File: config.mk
export PLATFORM = sky130hd
export DESIGN_NAME = tmr_cell
export DESIGN_NICKNAME = d
export VERILOG_FILES = /design/src/rtl/tmr_pkg.sv /design/src/rtl/tmr_datapath.sv /design/src/rtl/tmr_control.sv /design/src/rtl/tmr_cell.sv
export SDC_FILE = /design/constraint.sdc
export NUM_CORES = 1
export LEC_CHECK = 0
export ABC_AREA = 1
export BUFFER_PORTS_ARGS = -buffer_cell sky130_fd_sc_hd__buf_2
export CORE_MARGIN = 3
export CORE_UTILIZATION = 47
export DETAILED_ROUTE_END_ITERATION = 8
export PLACE_DENSITY = 0.64
export SLEW_MARGIN = 25
export SYNTH_ARGS = -nofsm -noshare
export SYNTH_HDL_FRONTEND = slang
export SYNTH_HIERARCHICAL = 1
export SYNTH_SLANG_ARGS = --single-unit
File: constraint.sdc
create_clock -name clk -period 4.5 [get_ports clk]
set_clock_uncertainty 0.05 [all_clocks]
set_input_delay 0.225 -clock clk [delete_from_list [all_inputs] [get_ports clk]]
set_output_delay 0.225 -clock clk [all_outputs]
set_load 0.005 [all_outputs]
File: src/rtl/tmr_pkg.sv
package tmr_pkg;

  typedef enum logic [1:0] {
    MODE_PULSE   = 2'd0,
    MODE_ON_DLY  = 2'd1,
    MODE_OFF_DLY = 2'd2,
    MODE_IDLE    = 2'd3
  } tmr_mode_e;

  // strobes from control to datapath
  typedef struct packed {
    logic clrEt;
    logic incEt;
  } tmr_strobe_t;

endpackage

File: src/rtl/tmr_datapath.sv
module tmr_datapath
  import tmr_pkg::*;
#(
  parameter int CLK_HZ = 250_000_000,
  parameter int PT_W   = 16
) (
  input  logic            clk,
  input  logic            rstN,
  input  logic            fastTick,
  input  logic [PT_W-1:0] presetMs,
  input  tmr_strobe_t     strobe,
  output logic            tick,
  output logic            doneNext,
  output logic [PT_W-1:0] elapsedMs
);

  localparam int DIV   = (CLK_HZ / 1000 < 1) ? 1 : CLK_HZ / 1000;
  localparam int DIV_W = (DIV > 1) ? $clog2(DIV) : 1;
  localparam logic [DIV_W-1:0] DIV_LAST = DIV_W'(DIV - 1);

  logic [DIV_W-1:0] divCnt;
  logic [PT_W-1:0]  etReg;
  logic [PT_W-1:0]  etNext;

  // free-running millisecond prescaler
  always_ff @(posedge clk) begin
    if (!rstN)                 divCnt <= '0;
    else if (divCnt == DIV_LAST) divCnt <= '0;
    else                       divCnt <= divCnt + 1'b1;
  end

  assign tick = fastTick | (divCnt == DIV_LAST);

  // elapsed count with saturation at the preset
  always_comb begin
    etNext = etReg;
    if (strobe.clrEt)                          etNext = '0;
    else if (strobe.incEt && etReg < presetMs) etNext = etReg + 1'b1;
  end

  assign doneNext = (etNext >= presetMs);

  always_ff @(posedge clk) begin
    if (!rstN) etReg <= '0;
    else       etReg <= etNext;
  end

  assign elapsedMs = etReg;

endmodule

File: src/rtl/tmr_control.sv
module tmr_control
  import tmr_pkg::*;
(
  input  logic        clk,
  input  logic        rstN,
  input  logic [1:0]  mode,
  input  logic        inSig,
  input  logic        tick,
  input  logic        doneNext,
  output tmr_strobe_t strobe,
  output logic        q
);

  tmr_mode_e modeSel;
  logic      inPrev;
  logic      rise;
  logic      qReg;
  logic      qNext;

  assign modeSel = tmr_mode_e'(mode);
  assign rise    = inSig & ~inPrev;

  // strobes depend only on inputs and held state, never on doneNext
  always_comb begin
    strobe = '0;
    case (modeSel)
      MODE_PULSE: begin
        if (qReg)                strobe.incEt = tick;
        else if (rise || !inSig) strobe.clrEt = 1'b1;
      end
      MODE_ON_DLY: begin
        if (inSig) strobe.incEt = tick;
        else       strobe.clrEt = 1'b1;
      end
      MODE_OFF_DLY: begin
        if (inSig)     strobe.clrEt = 1'b1;
        else if (qReg) strobe.incEt = tick;
      end
      default: strobe.clrEt = 1'b1;
    endcase
  end

  always_comb begin
    case (modeSel)
      MODE_PULSE:   qNext = qReg ? !doneNext : (rise && !doneNext);
      MODE_ON_DLY:  qNext = inSig && doneNext;
      MODE_OFF_DLY: qNext = inSig || (qReg && !doneNext);
      default:      qNext = 1'b0;
    endcase
  end

  always_ff @(posedge clk) begin
    if (!rstN) begin
      qReg   <= 1'b0;
      inPrev <= 1'b0;
    end else begin
      qReg   <= qNext;
      inPrev <= inSig;
    end
  end

  assign q = qReg;

endmodule

File: src/rtl/tmr_cell.sv
module tmr_cell
  import tmr_pkg::*;
#(
  parameter int CLK_HZ = 250_000_000,
  parameter int PT_W   = 16
) (
  input  logic            clk,
  input  logic            rstN,
  input  logic            fastTick,
  input  logic [1:0]      mode,
  input  logic            inSig,
  input  logic [PT_W-1:0] presetMs,
  output logic            q,
  output logic [PT_W-1:0] elapsedMs
);

  tmr_strobe_t strobe;
  logic        tick;
  logic        doneNext;

  tmr_control u_ctrl (
    .clk      (clk),
    .rstN     (rstN),
    .mode     (mode),
    .inSig    (inSig),
    .tick     (tick),
    .doneNext (doneNext),
    .strobe   (strobe),
    .q        (q)
  );

  tmr_datapath #(.CLK_HZ(CLK_HZ), .PT_W(PT_W)) u_dp (
    .clk       (clk),
    .rstN      (rstN),
    .fastTick  (fastTick),
    .presetMs  (presetMs),
    .strobe    (strobe),
    .tick      (tick),
    .doneNext  (doneNext),
    .elapsedMs (elapsedMs)
  );

endmodule

==> flow_metrics.tcl, run 1 <==
set metrics [dict create \
    cts_buffers 5 \
    grt_overflow 0 \
    fin_crit_sh 0.870 \
    slew_violations 0 \
    total_power_mw 0.629 \
    clock-sinks 36 \
    coreArea_um2 5710 \
    synth.cell_area_um2 2870 \
    synth_top_area_share 0.251 \
    cts-root-buf "clkbuf_8" \
    vdd_drop_max_uv 113 \
    io_pins 39 \
    first_pass_iters 4 \
    power.switching_mw 0.160 \
    pwr-share-comb 0.098 \
    cts_resized 0 \
    cts.clk_slew.worst_paths_ns 0.08 \
    drt_wl_total_mm 6.40 \
    power_leakage_nw 1.71 \
    final_cell_mix "nand2_1 (90), inv_1 (86), nor2_1 (53)" \
    max_clock_freq_mhz 256 \
    place.gp.congestion 0.753 \
    h-tree-depth 2 \
    start_kind "register" \
    io_buffers 38 \
    crit_required_ns 4.64 \
    cp-end-kind "register" \
    worstMarginPinSlew_ns 0.569 \
    grt_pass1_wl_mm 11.4 \
    fp.dieH_um 84.2 \
    ant_nets 0 \
    path_max_fanout 10 \
    antenna_cells 0 \
    antenna_found_initial 0 \
    tns_ns 0 \
    track_usage 0.191 \
    yosys-top-cells-area "dfxtp_1 (25%), ha_1 (14%), nand2_1 (12%)" \
    power_frac_seq 0.517 \
    layout_commonest_cell "nand2_1" \
    hp-class "input port to register" \
    dieArea_um2 7080 \
    worstPathArrival_ns 4.05 \
    hold_viol 0 \
    drt-initial-drc-count 116 \
    clkPwrFrac 0.385 \
    grt_pass1_vias 2557 \
    wl_per_cell_um 11.5 \
    worst_path_most_repeated_cell "nand2_1" \
    swShare 0.254 \
    clk-insertion-delay-late_ns 0.29 \
    internal-power_mw 0.469 \
    grt_max_degree 30 \
    relSlewSlack 0.620 \
    yosysSeqAreaShare 0.251 \
    critPathKind "register to register" \
    vias 2749 \
    avgSynthCellArea_um2 6.44 \
    initial_core_util 0.503 \
    crit_path_top_delay_cell "dfxtp_1" \
    layout_min_cycle_time_ns 3.91 \
    drive_gt1_frac 0.134 \
    cts_tree "built" \
    ys_ff_latch 36 \
    maxCapViolations 0 \
    remaining_drc_errors 0 \
    hold_buffers 0 \
    rows 27 \
    final_nets 539 \
    vias_per_cell 4.94 \
    rsz0062_at_grt "false" \
    yosys_warnings 6 \
    ys_types 30 \
    status "complete, no violations" \
    syn-num-nets 501 \
    setup_violations 0 \
    post_cts_buffers 0 \
    p_per_area_nw_per_um2 197 \
    critical-path-max-stage-delay_ns 0.40 \
    fp.dieW_um 84.2 \
    clk_path_buf_depth 2 \
    yosys.area.top_type "dfxtp_1" \
    synthCells 446 \
    hpwl_mm 5.10 \
    area_growth_pct 11.4 \
]
[Yosys cell counts]
library cell and instances:
nand3_1 35, inv_1 86, buf_4 4, dfxtp_1 36, a21boi_1 1, nand4_1 23, o21ai_1 1, nor2_1 54
nand3_2 2, or2_0 2, clkbuf_1 1, a31oi_1 1, nand2_1 90, nor3_4 1, ha_1 33, xor2_1 6
nor3b_2 1, o21ai_0 8, nor3b_1 1, nor4_1 2, xnor2_1 3, nand2_2 3, nand3b_1 1, inv_2 2
buf_6 2, o211ai_1 1, nor3_1 14, buf_2 3, nor2_2 7, a21oi_1 22
[worst max-delay path, delay by kind of cell, from the launching register on]
kind	cells	cell delay, ns
AO/OA/AOI/OAI	1	0.15
adder cells (fa/ha/maj)	2	0.47
buffers and inverters	6	0.51
flip-flops	1	0.40
AND/OR/NAND/NOR	21	2.23
[cell families (layout without fill, tap and decap cells)]
| kind of cell | count (synthesis) | after routing | synth area share |
|---|---|---|---|
| buffers and inverters | 98 | 137 | 0.140 |
| AND/OR/NAND/NOR | 236 | 236 | 0.376 |
| adder cells (fa/ha/maj) | 33 | 33 | 0.144 |
| XOR/XNOR | 9 | 9 | 0.0275 |
| flip-flops | 36 | 36 | 0.251 |
| AO/OA/AOI/OAI | 34 | 34 | 0.0614 |
[flip-flops by register name, summed over array words and instances, names as in the netlist]
name / flops
u_dp/divCnt: 18
u_dp/elapsedMs: 16
u_ctrl/inPrev: 1
u_ctrl/q: 1
[per-stage QoR]
| stage | cell area (um2) | instances | setup WS, ns | util | hold slack (ns) |
|---|---|---|---|---|---|
| final | 3200 | 557 | 0.586 | 0.560 | 0.129 |
| after floorplan | 2870 | 446 | 1.25 | - | 0.268 |
| after global placement | 3110 | 549 | 0.648 | 0.544 | 0.413 |
| after detailed placement | 3110 | 549 | 0.578 | 0.544 | 0.424 |
| after CTS | 3200 | 557 | 0.564 | 0.560 | 0.124 |
| after global routing | 3200 | 557 | 0.0750 | 0.560 | 0.144 |
[path summary, 6_finish.rpt]
path / start / depth (start not counted) / endpoint / slack (ns)
setup reg to reg: u_dp/divCnt[0]$_SDFF_PP0_ / 30 / u_ctrl/q$_SDFF_PN0_ / 0.59
hold reg to reg: u_dp/divCnt[0]$_SDFF_PP0_ / 1 / u_dp/divCnt[0]$_SDFF_PP0_ / 0.43
setup / recovery: u_dp/divCnt[0]$_SDFF_PP0_ / 30 / u_ctrl/q$_SDFF_PN0_ / 0.59
hold / removal: rstN / 3 / u_ctrl/inPrev$_SDFF_PN0_ / 0.13
[per-layer routing]
layer | global-route usage | routed length (um)
met2 | 0.296 | 2770
met5 | 0 | 0
met4 | 0.0424 | 59
met1 | 0.276 | 3330
met3 | 0.0334 | 235
[layout make-up]
cell class | count | area, um2
Multi-Input combinational cell | 312 | 1750
Timing Repair Buffer | 41 | 213
Inverter | 88 | 330
Fill cell | 598 | 2510
Sequential cell | 36 | 721
Clock inverter | 1 | 7.51
Tap cell | 72 | 90.1
Clock buffer | 7 | 86.3
[power by group through the flow]
| stage | logic, mW | registers (mW) | clock network [mW] |
|---|---|---|---|
| 2_1_floorplan | 0.0408 | 0.332 | 0 |
| 3_3_place_gp | 0.0609 | 0.332 | 0 |
| 3_5_place_dp | 0.0622 | 0.333 | 0 |
| 4_1_cts | 0.0626 | 0.325 | 0.254 |
| 5_1_grt | 0.0726 | 0.326 | 0.268 |
| 6_report | 0.0617 | 0.325 | 0.242 |
(Power assumes the default switching activity.)
==> run 2: changes to the inputs <==
Settings changed: CORE_MARGIN 3 to 2, PLACE_DENSITY 0.64 to 0.67.
==> run 2 against run 1 <==
Clock-buffer cell count down 2. Die area down 4.7%. Clock power up 20%. Critical endpoint unchanged. Fmax down 2.0%. Routed wire length up 1.0%. Register-to-register slack worse by 0.08 ns. Hold slack better by 0.016 ns. Worst setup slack worse by 0.078 ns. Utilization down 1.7 points.
==> flow_metrics.tcl, run 2 (synthesis gave the netlist of run 1 again) <==
set metrics [dict create \
    clk_path_buf_depth 2 \
    start_kind "register" \
    fp.dieW_um 82.2 \
    h-tree-depth 2 \
    vias_per_cell 4.95 \
    area_growth_pct 12.1 \
    hpwl_mm 4.95 \
    rows 28 \
    cts_tree "built" \
    remaining_drc_errors 0 \
    multi_input_area_um2 1750 \
    first_pass_iters 4 \
    vdd_drop_max_uv 167 \
    vias 2773 \
    final_cell_mix "nand2_1 (90), inv_1 (86), nor2_1 (54)" \
    relSlewSlack 0.606 \
    cts-root-buf "clkbuf_8" \
    grt_pass1_wl_mm 11.0 \
    coreArea_um2 5920 \
    grt_max_degree 30 \
    maxCapViolations 0 \
    tns_ns 0 \
    rsz0062_at_grt "false" \
    dieArea_um2 6750 \
    io_pins 39 \
    clock-sinks 36 \
    track_usage 0.206 \
    final_nets 539 \
    cp-end-kind "register" \
    seqCellArea_um2 721 \
    drive_gt1_frac 0.134 \
    wl_per_cell_um 11.5 \
    power_leakage_nw 1.72 \
    top_register "u_dp/divCnt" \
    largest_reg_flops 18 \
    hold_viol 0 \
    cts_buffers 5 \
    initial_core_util 0.485 \
    critical-path-max-stage-delay_ns 0.40 \
    crit_path_top_delay_cell "dfxtp_1" \
    post_cts_buffers 0 \
    antenna_cells 0 \
    clk-insertion-delay-late_ns 0.29 \
    ant_nets 0 \
    fillers 593 \
    layout_commonest_cell "nand2_1" \
    layoutNonFillerInstCount 560 \
    slew_violations 0 \
    status "complete, no violations" \
    layout_min_cycle_time_ns 3.99 \
    worstMarginPinSlew_ns 0.590 \
    p_per_area_nw_per_um2 211 \
    grt_pass1_vias 2516 \
    grt_overflow 0 \
    crit_required_ns 4.64 \
    drt-initial-drc-count 208 \
    hold_buffers 0 \
    io_buffers 38 \
    worst_path_most_repeated_cell "nand2_1" \
    worstPathArrival_ns 4.13 \
    drt_wl_total_mm 6.47 \
    cts.clk_slew.worst_paths_ns 0.07 \
    cts_resized 0 \
    antenna_found_initial 0 \
    setup_violations 0 \
    path_max_fanout 10 \
    max_clock_freq_mhz 251 \
    hp-class "input port to register" \
    fp.dieH_um 82.2 \
    post-place-cells 552 \
    fin_crit_sh 0.887 \
    critPathKind "register to register" \
    place.gp.congestion 0.841 \
]
run 2: cell types whose count changed in the layout (fill, tap and decap cells not counted):
cell,previous run,this run
clkinv_2,0,1
bufinv_16,0,1
clkbuf_1,1,0
nor2_1,53,54
nor2_2,8,7
clkbuf_8,6,5
run 2: routing by layer:
metal	routed length, um	GRT usage	up-vias
li1	-	-	1498
met1	3050	0.263	1220
met4	27	0.0383	0
met2	3150	0.363	53
met5	0	0	-
met3	235	0.0391	2
run 2: worst max-delay path, delay by kind of cell (launching register included):
family	cells	cell delay, ns
AOI/OAI and AO/OA	1	0.15
adders and majority gates	2	0.46
buffers and inverters	6	0.50
DFF	1	0.40
and+or+nand+nor	21	2.33
run 2: final cells by class:
class / instances / share of cell area
multi-input combinational: 312 / 0.544
sequential: 36 / 0.224
inverter: 88 / 0.103
timing repair buffer: 41 / 0.0661
tap: 75 / 0.0292
clock buffer: 5 / 0.0214
clock inverter: 3 / 0.0132
run 2: path summary, 6_finish.rpt:
| kind | slack (ns) | from | cells past startpoint | to |
|---|---|---|---|---|
| max | 0.51 | u_dp/divCnt[0]$_SDFF_PP0_ | 30 | u_ctrl/q$_SDFF_PN0_ |
| min | 0.14 | rstN | 3 | u_ctrl/q$_SDFF_PN0_ |
| max reg2reg | 0.51 | u_dp/divCnt[0]$_SDFF_PP0_ | 30 | u_ctrl/q$_SDFF_PN0_ |
| min reg2reg | 0.43 | u_dp/divCnt[17]$_SDFF_PP0_ | 2 | u_dp/divCnt[17]$_SDFF_PP0_ |
run 2: where the power goes:
group	internal [mW]	switching [mW]
logic	0.0229	0.0394
registers	0.322	0.00331
clock network	0.164	0.126
total	0.509	0.169
run 2: stage by stage:
| step | instance area, um2 | util | power, mW | setup slack (ns) | hold slack (ns) |
|---|---|---|---|---|---|
| floorplan | 2870 | - | 0.373 | 1.25 | 0.268 |
| global placement | 3110 | 0.525 | 0.393 | 0.669 | 0.413 |
| detailed placement | 3110 | 0.525 | 0.394 | 0.571 | 0.419 |
| CTS | 3220 | 0.544 | 0.685 | 0.545 | 0.139 |
| global route | 3220 | 0.544 | 0.707 | 0.0281 | 0.156 |
| finish | 3220 | 0.544 | 0.678 | 0.508 | 0.145 |
